File: src/rtl/smr_pkg.sv
`timescale 1ns/1ps
package smr_pkg;
  // Elaboration-time cosine gain: round(2^gf * (1 + cos(pi*k/steps)) / 2)
  function automatic int smr_cos_gain(input int k, input int steps, input int gf);
    real x, x2, term, c;
    x    = 3.14159265358979323846 * k / steps;
    x2   = x * x;
    term = 1.0;
    c    = 1.0;
    for (int n = 1; n < 24; n++) begin
      term = -term * x2 / ((2.0 * n - 1.0) * (2.0 * n));
      c    = c + term;
    end
    return $rtoi((2.0 ** gf) * (1.0 + c) / 2.0 + 0.5);
  endfunction
endpackage

File: src/rtl/smr_gain_rom.sv
`timescale 1ns/1ps
module smr_gain_rom #(
  parameter int STEPS = 32,
  parameter int GF    = 16,
  parameter int IW    = 6
) (
  input  logic [IW-1:0] idx,
  output logic [GF:0]   gain
);
  localparam int DEPTH = 2 ** IW;

  logic [GF:0] tab [DEPTH];

  for (genvar k = 0; k < DEPTH; k++) begin : g_tab
    if (k < STEPS) begin : g_cos
      localparam int GV = smr_pkg::smr_cos_gain(k, STEPS, GF);
      assign tab[k] = GV[GF:0];
    end else begin : g_zero
      assign tab[k] = '0;
    end
  end

  assign gain = tab[idx];
endmodule

File: src/rtl/smr_ramp_ctrl.sv
`timescale 1ns/1ps
module smr_ramp_ctrl #(
  parameter int STEPS = 32,
  parameter int HOLD  = 32,
  parameter int IW    = 6
) (
  input  logic          clk,
  input  logic          rst,
  input  logic          start_muted,
  input  logic          step,
  input  logic          req,
  output logic [IW-1:0] idx
);
  localparam int            CW      = $clog2(HOLD);
  localparam logic [IW-1:0] TOP_IDX = IW'(STEPS);
  localparam logic [CW-1:0] LAST    = CW'(HOLD - 1);

  logic [CW-1:0] cnt;
  logic          moving;

  assign moving = req ? (idx != TOP_IDX) : (idx != '0);

  always_ff @(posedge clk) begin
    if (rst) begin
      idx <= start_muted ? TOP_IDX : '0;
      cnt <= '0;
    end else if (step && moving) begin
      if (cnt == LAST) begin
        cnt <= '0;
        idx <= req ? idx + 1'b1 : idx - 1'b1;
      end else begin
        cnt <= cnt + 1'b1;
      end
    end
  end

  // index stays within the table plus the silent step
  a_r2_idx_range: assert property (@(posedge clk) disable iff (rst)
    idx <= TOP_IDX);

  // the gain never skips a step
  a_r4_no_jump: assert property (@(posedge clk) disable iff (rst)
    1'b1 |=> (idx == $past(idx)) || (idx == $past(idx) + 1'b1) || (idx + 1'b1 == $past(idx)));

  // under a mute request the index never goes down
  a_r2_mute_direction: assert property (@(posedge clk) disable iff (rst)
    req |=> idx >= $past(idx));

  // no strobe, no movement
  a_r11_hold_no_strobe: assert property (@(posedge clk) disable iff (rst)
    !step |=> $stable(idx));
endmodule

File: src/rtl/smr_scale.sv
`timescale 1ns/1ps
module smr_scale #(
  parameter int DW = 20,
  parameter int GF = 16
) (
  input  logic                 clk,
  input  logic                 rst,
  input  logic                 en,
  input  logic [GF:0]          gain,
  input  logic signed [DW-1:0] smp,
  output logic signed [DW-1:0] res
);
  localparam int PW = DW + GF + 2;
  localparam logic signed [PW-1:0] HALF = {{(PW-GF){1'b0}}, 1'b1, {(GF-1){1'b0}}};

  logic signed [PW-1:0] a_ext, g_ext, rounded;

  assign a_ext   = PW'(smp);
  assign g_ext   = PW'($signed({1'b0, gain}));
  assign rounded = a_ext * g_ext + HALF;

  always_ff @(posedge clk) begin
    if (rst)     res <= '0;
    else if (en) res <= DW'(rounded >>> GF);
  end
endmodule

File: src/rtl/soft_mute_ramp.sv
`timescale 1ns/1ps
module soft_mute_ramp #(
  parameter int DW    = 20,
  parameter int GF    = 16,
  parameter int STEPS = 32,
  parameter int HOLD  = 32
) (
  input  logic                 clk,
  input  logic                 rst,
  input  logic                 ctl_mode,
  input  logic                 mute_pin,
  input  logic                 mute_bit,
  input  logic                 in_vld,
  input  logic signed [DW-1:0] in_l,
  input  logic signed [DW-1:0] in_r,
  output logic                 out_vld,
  output logic signed [DW-1:0] out_l,
  output logic signed [DW-1:0] out_r,
  output logic                 ramp_done
);
  localparam int            IW      = $clog2(STEPS + 1);
  localparam int            NCH     = 2;
  localparam logic [IW-1:0] TOP_IDX = IW'(STEPS);

  logic          req_q;
  logic [IW-1:0] idx;
  logic [GF:0]   gain;
  logic signed [DW-1:0] ch_in  [NCH];
  logic signed [DW-1:0] ch_out [NCH];

  // Request source: register bit in register mode, pin otherwise
  always_ff @(posedge clk) begin
    if (rst) req_q <= ctl_mode;
    else     req_q <= ctl_mode ? mute_bit : mute_pin;
  end

  always_ff @(posedge clk) begin
    if (rst) out_vld <= 1'b0;
    else     out_vld <= in_vld;
  end

  smr_ramp_ctrl #(.STEPS(STEPS), .HOLD(HOLD), .IW(IW)) u_ctrl (
    .clk(clk), .rst(rst), .start_muted(ctl_mode),
    .step(in_vld), .req(req_q), .idx(idx)
  );

  smr_gain_rom #(.STEPS(STEPS), .GF(GF), .IW(IW)) u_rom (
    .idx(idx), .gain(gain)
  );

  assign ch_in[0] = in_l;
  assign ch_in[1] = in_r;

  for (genvar c = 0; c < NCH; c++) begin : g_ch
    smr_scale #(.DW(DW), .GF(GF)) u_scale (
      .clk(clk), .rst(rst), .en(in_vld), .gain(gain),
      .smp(ch_in[c]), .res(ch_out[c])
    );
  end

  assign out_l     = ch_out[0];
  assign out_r     = ch_out[1];
  assign ramp_done = req_q ? (idx == TOP_IDX) : (idx == '0);

  // silent step gives exact zero
  a_r5_zero_gain: assert property (@(posedge clk) disable iff (rst)
    (out_vld && $past(idx) == TOP_IDX) |-> (out_l == '0 && out_r == '0));

  // unity step is bit-exact
  a_r5_unity_pass: assert property (@(posedge clk) disable iff (rst)
    (out_vld && $past(idx) == '0) |-> (out_l == $past(in_l) && out_r == $past(in_r)));

  // equal inputs give equal outputs
  a_r7_same_gain: assert property (@(posedge clk) disable iff (rst)
    (out_vld && $past(in_l) == $past(in_r)) |-> out_l == out_r);

  // output strobe follows input strobe by one cycle
  a_r11_strobe_latency: assert property (@(posedge clk) disable iff (rst)
    in_vld |=> out_vld);
endmodule

File: config.mk
export PLATFORM = sky130hd
export DESIGN_NAME = soft_mute_ramp
export DESIGN_NICKNAME = d
export VERILOG_FILES = /design/src/rtl/smr_pkg.sv /design/src/rtl/smr_gain_rom.sv /design/src/rtl/smr_ramp_ctrl.sv /design/src/rtl/smr_scale.sv /design/src/rtl/soft_mute_ramp.sv
export SDC_FILE = /design/constraint.sdc
export NUM_CORES = 2
export LEC_CHECK = 0
export ABC_AREA = 1
export BUFFER_PORTS_ARGS = -buffer_cell sky130_fd_sc_hd__buf_4
export CORE_ASPECT_RATIO = 0.75
export CORE_MARGIN = 4
export CORE_UTILIZATION = 30
export CTS_BUF_LIST = sky130_fd_sc_hd__clkbuf_16
export DETAILED_ROUTE_END_ITERATION = 8
export PLACE_DENSITY_LB_ADDON = 0.08
export SYNTH_ARGS = -nofsm -noshare
export SYNTH_HDL_FRONTEND = slang
export SYNTH_SLANG_ARGS = --single-unit
File: constraint.sdc
create_clock -name clk -period 6.1 [get_ports clk]
set_input_delay 0.915 -clock clk [delete_from_list [all_inputs] [get_ports clk]]
set_output_delay 0.915 -clock clk [all_outputs]
set_load 0.05 [all_outputs]
Yosys cells after proc, flatten, opt, wreduce, memory -nomap -nowiden
Memories as Yosys holds them, arrays and structs flattened.
Cells that the tools add are included.
{"block": "totals", "in_bits": 46, "mem_bits_ro": 1088, "elab_cells": 37, "output_inout_bits": 42, "reg_bits": 53, "mem_count": 1}
{"memory": "(name not given)", "words": 64, "width": 17, "read_ports": 1, "rd_ports_with_merged_regs": 0, "wr": 0, "line_no": "smr_gain_rom.sv:23", "rtl": "assign gain = tab[idx];"}
{"block": "classes", "addsub": 5, "reduce_logical": 6, "bitwise": 1, "magnitude_cmp": 1, "n_mux": 12, "multipliers": 2, "n_eq_ne": 3}
{"op": "36-bit by 17-bit adder with 36-bit output (second input constant)", "n": 2}
{"op": "20-bit by 18-bit multiplier with 36-bit output", "n": 2}
{"op": "17-bit 2-to-1 mux", "n": 2}
{"op": "6-bit 2-to-1 mux", "n": 5}
{"op": "7-bit greater-or-equal comparator (second input constant)", "n": 1}
{"op": "6-bit NOT with 7-bit output", "n": 1}
{"op": "6-bit by 1-bit adder with 6-bit output (second input constant)", "n": 1}
{"op": "6-bit equality test (second input constant)", "n": 1}
{"op": "6-bit logical NOT", "n": 1}
{"op": "6-bit inequality test (second input constant)", "n": 1}
{"op": "6-bit nonzero test", "n": 1}
{"op": "6-bit by 1-bit subtractor with 6-bit output (second input constant)", "n": 1}
{"op": "5-bit by 1-bit adder with 5-bit output (second input constant)", "n": 1}
{"op": "5-bit equality test (second input constant)", "n": 1}
{"op": "5-bit 2-to-1 mux", "n": 1}
{"op": "1-bit 2-to-1 mux", "n": 4}
{"op": "2-bit nonzero test", "n": 2}
{"op": "2-bit AND reduction", "n": 1}
{"op": "1-bit logical AND", "n": 1}

Logic depth before layout (Yosys ltp)
{"block": "logic_depth", "depth_word": 6, "ltp_mapped": 37}

Hierarchy
A second synthesis with hierarchy kept.
{"block": "unflattened", "cells_unflattened": 4192, "area_unflattened_um2": 30280.3}
{"module": "smr_scale (g_ch[1].u_scale)", "cells_per_inst": 1952, "instances": 1, "area_each_um2": 14308.7, "seq_area_each_um2": 400.4}
{"module": "smr_scale (g_ch[0].u_scale)", "cells_per_inst": 1955, "instances": 1, "area_each_um2": 14293.7, "seq_area_each_um2": 400.4}
{"module": "smr_gain_rom", "cells_per_inst": 173, "instances": 1, "area_each_um2": 832.0, "seq_area_each_um2": 0.0}
{"module": "smr_ramp_ctrl", "cells_per_inst": 94, "instances": 1, "area_each_um2": 739.5, "seq_area_each_um2": 280.3}
{"module": "soft_mute_ramp", "cells_per_inst": 18, "instances": 1, "area_each_um2": 106.4, "seq_area_each_um2": 40.0}

Worst setup path after synthesis
Ideal clock, no wire load.
{"block": "synth_timing", "kind": "register -> register", "from": "register u_ctrl.idx[0]", "to": "register g_ch[1].u_scale.res[19]", "slack_ps": -621, "synth_period_minus_slack_ps": 6721, "required_time_ps": 5982, "stages_incl_launch_ff": 31, "arrival_time_ps": 6603, "path_buffers": 0, "setup_time_ps": 118, "path_cell_list": "edfxtp_1 inv_1 ha_1 nor2_1 o311ai_1 nand3_2 nor2_1 inv_1 fa_1 inv_1 fa_1 ha_1 inv_1 fa_1 inv_1 fa_1 inv_1 fa_1 inv_1 ha_1 nand2_1 nor2_1 inv_1 nor4_1 nand2_1 nand2_1 nand2_1 nand3_1 nand2_1 nor2_1 nor2_1"}
{"block": "synth_between", "elab_chain_len": 6}
{"item": "start, declared", "line_no": "smr_ramp_ctrl.sv:12", "rtl": "output logic [IW-1:0] idx"}
{"item": "start signal, assigned", "line_no": "smr_ramp_ctrl.sv:25", "rtl": "idx <= start_muted ? TOP_IDX : '0;"}
{"item": "start signal, assigned", "line_no": "smr_ramp_ctrl.sv:30", "rtl": "idx <= req ? idx + 1'b1 : idx - 1'b1;"}
{"item": "6-bit NOT with 7-bit output (not written as such)", "line_no": "smr_gain_rom.sv:23"}
{"item": "memory read 64 x 17 bit"}
{"item": "17-bit 2-to-1 mux (not written as such) (2 in a row)", "line_no": "smr_gain_rom.sv:23"}
{"item": "20-bit by 18-bit multiplier with 36-bit output", "line_no": "smr_scale.sv:20", "rtl": "assign rounded = a_ext * g_ext + HALF;"}
{"item": "36-bit by 17-bit adder with 36-bit output", "line_no": "smr_scale.sv:20"}
{"item": "end signal, assigned", "line_no": "smr_scale.sv:24", "rtl": "else if (en) res <= DW'(rounded >>> GF);"}
{"item": "end, declared", "line_no": "smr_scale.sv:11", "rtl": "output logic signed [DW-1:0] res"}
Every way passes these cells. The select of a mux whose other input is x is not followed.
A chain may end at the register's enable or synchronous reset.

Worst setup path in the final report
{"block": "layout_timing", "from": "register u_ctrl.idx[0]", "to": "register g_ch[1].u_scale.res[18]"}
Same word-level chain as after synthesis.

==> results_dict.tcl <==
set metrics [dict create \
    drive_above_1_share_pct 26.10 \
    hold_viol 0 \
    rows 96 \
    firstDrtPassIters 5 \
    io_pins 88 \
    fmax_mhz 149.5 \
    die_y_um 271.5 \
    crit_arrival_ps 6950 \
    viasPerCell 4.466 \
    max_slew_margin_pct 59.10 \
    cts_buffers 5 \
    routed_wl_um 96490 \
    cts-htree-levels 2 \
    r2r_setup_slack_ps -590 \
    setup_slack_ps -589.4 \
    cts_max_path_buffers 2 \
    synth.ff_latch_count 53 \
    grt_overflow_total 0 \
    start_util_pct 30.31 \
    wl_per_cell_um 18.19 \
    rr_worst_depth 32 \
    portBuffers 87 \
    wl_met1_um 51770 \
    cts_tree "done" \
    critPathMaxStageDelay_ps 540 \
    synthCells 3524 \
    rsz0062_at_grt "yes" \
    critical-path-slowest-cell "fa_1" \
    core_um2 91650 \
    path_clk_slew_ps 100 \
    grt_pass1_wl_um 151200 \
    min_delay_worst_endpoint "u_ctrl.cnt[0]$_SDFFE_PP0P_" \
    outcome "finished with violations" \
    cts.sinks 53 \
    setup_viol 40 \
    finalCritPeriodShare_pct 109.7 \
    ys_types 45 \
    rr_endpoint "g_ch[1].u_scale.res[18]$_SDFFE_PP0P_" \
    drv_slew 0 \
    grt_usage_pct 20.19 \
    hold_buffers 0 \
    postSynthAreaPerCell_um2 7.882 \
    worstMarginPinSlew_ps 613.5 \
    yosys_warnings 0 \
    synth.cell_area_um2 27780 \
    wl_met2_um 40090 \
    drt_iter0_drc 1320 \
    antenna_found_initial 4 \
    violations "negative setup slack" \
    worst-setup-path-type "reg -> reg" \
    dieArea_um2 97570 \
    areaGrowthSynthToFinish_pct 32.56 \
    vias 23700 \
    layout.nets 5007 \
    grt_max_degree 46 \
    drc_errors 0 \
    min_path_cells 2 \
    skew_ps 27.43 \
    cap_violations 0 \
    timing.rr.start "u_ctrl.idx[0]$_SDFFCE_PP0P_" \
    async_flop_share_pct 0 \
    ant_nets 0 \
    dr_wl_met3_um 4113 \
    period_needed_ps 6689 \
    critical_path.max_fanout 8 \
    clock_latency_ps 360 \
    min_path_type "reg -> reg" \
    die_w_um 359.4 \
    min_from "u_ctrl.cnt[0]$_SDFFE_PP0P_" \
    dp_hpwl_um 83770 \
    start_kind "register" \
    finalWeightedCongestion 0.8994 \
    mappedNetlistNets 4452 \
    grt_pass1_vias 24470 \
    synth-edff-count 6 \
    cts_root_buf "clkbuf_16" \
    layout_commonest_cell "inv_1" \
    ys_seq_area_share_pct 4.036 \
    top_layer_used "met4" \
    end_kind "register" \
    critPathRequiredTime_ps 6360 \
    synth-main-ff-cell "dfxtp_1" \
    final_cell_mix "inv_1 (883), fa_1 (635), buf_4 (587), nor2_1 (519), nand2_1 (440)" \
    holdWs_ps 518.9 \
]
[stage by stage]
stage	cell area [um2]	setup WS, ps	utilization (%)	cells	setup TNS [ps]
3_5_place_dp	34750	-973.5	37.92	5244	-25860
3_3_place_gp	34750	-1069	37.92	5244	-25560
4_1_cts	35930	-535.9	39.21	5285	-17040
5_1_grt	36820	-901.4	40.18	5306	-28870
6_report	36820	-589.4	40.18	5306	-16800
2_1_floorplan	28560	-133.1	-	3524	-1414
[logic make-up after synthesis]
kind of cell,Yosys count,share of synthesized area [%]
and+or+nand+nor,1230,17.54
buffers and inverters,1073,14.71
adders and majority gates,882,57.49
AOI/OAI and AO/OA,250,5.090
DFF,53,4.036
xor gates and xnor gates,36,1.135
[worst max-delay path: cells and delay by family (launching register included)]
family,cells,cell delay [ps]
fa+ha+maj,8,3620
simple gates,14,1280
buf+inv,7,600
compound gates,3,570
flops,1,490
[sequential cells by signal (all words and copies together), names as in the netlist]
name / cells
u_ctrl.cnt: 5
u_ctrl.idx: 6
req_q: 1
g_ch.u_scale.res: 40
out_vld: 1
[what timing repair did]
action                                  CTS  global route
endpoints found under the setup margin   40            40
cloned                                    5             2
endpoints found under the hold margin     0             0
pin swaps                                69            67
gates resized for setup                 182           182
buffers inserted                         28            19
[how the worst max path moves through the flow]
stage / from / end / slack [ps] / cells after the start
after global placement: u_ctrl.idx[0]$_SDFFCE_PP0P_ / g_ch[1].u_scale.res[17]$_SDFFE_PP0P_ / -1070 / 29
after global routing: u_ctrl.idx[0]$_SDFFCE_PP0P_ / g_ch[0].u_scale.res[18]$_SDFFE_PP0P_ / -900 / 37
after CTS: u_ctrl.idx[0]$_SDFFCE_PP0P_ / g_ch[1].u_scale.res[19]$_SDFFE_PP0P_ / -540 / 33
after detailed placement: u_ctrl.idx[0]$_SDFFCE_PP0P_ / g_ch[1].u_scale.res[17]$_SDFFE_PP0P_ / -970 / 29
after floorplan: u_ctrl.idx[0]$_SDFFCE_PP0P_ / g_ch[1].u_scale.res[18]$_SDFFE_PP0P_ / -130 / 31
final: u_ctrl.idx[0]$_SDFFCE_PP0P_ / g_ch[1].u_scale.res[18]$_SDFFE_PP0P_ / -590 / 32
[cell usage after synthesis (3+ instances only)]
cell / count / area [um2]
nand2_1: 512 / 1922
a21oi_1: 89 / 445.4
buf_1: 19 / 71.32
xnor2_1: 20 / 175.2
edfxtp_1: 6 / 180.2
inv_2: 6 / 22.52
o21ai_1: 5 / 25.02
a21o_1: 12 / 90.09
o21a_1: 4 / 30.03
fa_1: 657 / 13150
clkbuf_1: 58 / 217.7
dfxtp_1: 47 / 940.9
ha_1: 225 / 2815
o21bai_1: 4 / 30.03
nand3_1: 72 / 360.4
a31oi_1: 25 / 156.4
inv_1: 929 / 3487
nor2_1: 590 / 2215
o221a_2: 3 / 33.78
nor4_1: 7 / 43.79
nand2_2: 9 / 56.30
nor3_1: 16 / 80.08
xor2_1: 16 / 140.1
buf_2: 43 / 215.2
clkinv_1: 17 / 63.81
nand3_2: 6 / 60.06
a21boi_0: 4 / 30.03
nand4_1: 9 / 56.30
a211oi_1: 4 / 30.03
o21ai_0: 88 / 440.4
[cell type report]
type,count,area [um2]
fillers,9484,54830
multi-input cells,2398,24420
repair buffers,669,5937
inverters,952,3620
well taps,1225,1533
flip-flops and latches,53,1121
clock buffers,6,150.1
clock inverters,2,38.79
diodes,1,2.502
[layer usage]
| metal | track usage, % | up-vias |
|---|---|---|
| met4 | 1.797 | 0 |
| met2 | 29.27 | 435 |
| li1 | - | 11340 |
| met1 | 33.23 | 11900 |
| met5 | 0 | - |
| met3 | 1.803 | 19 |
Power is not shown: default switching activity piles up to over one toggle a cycle in this logic, so the estimate is an artifact.
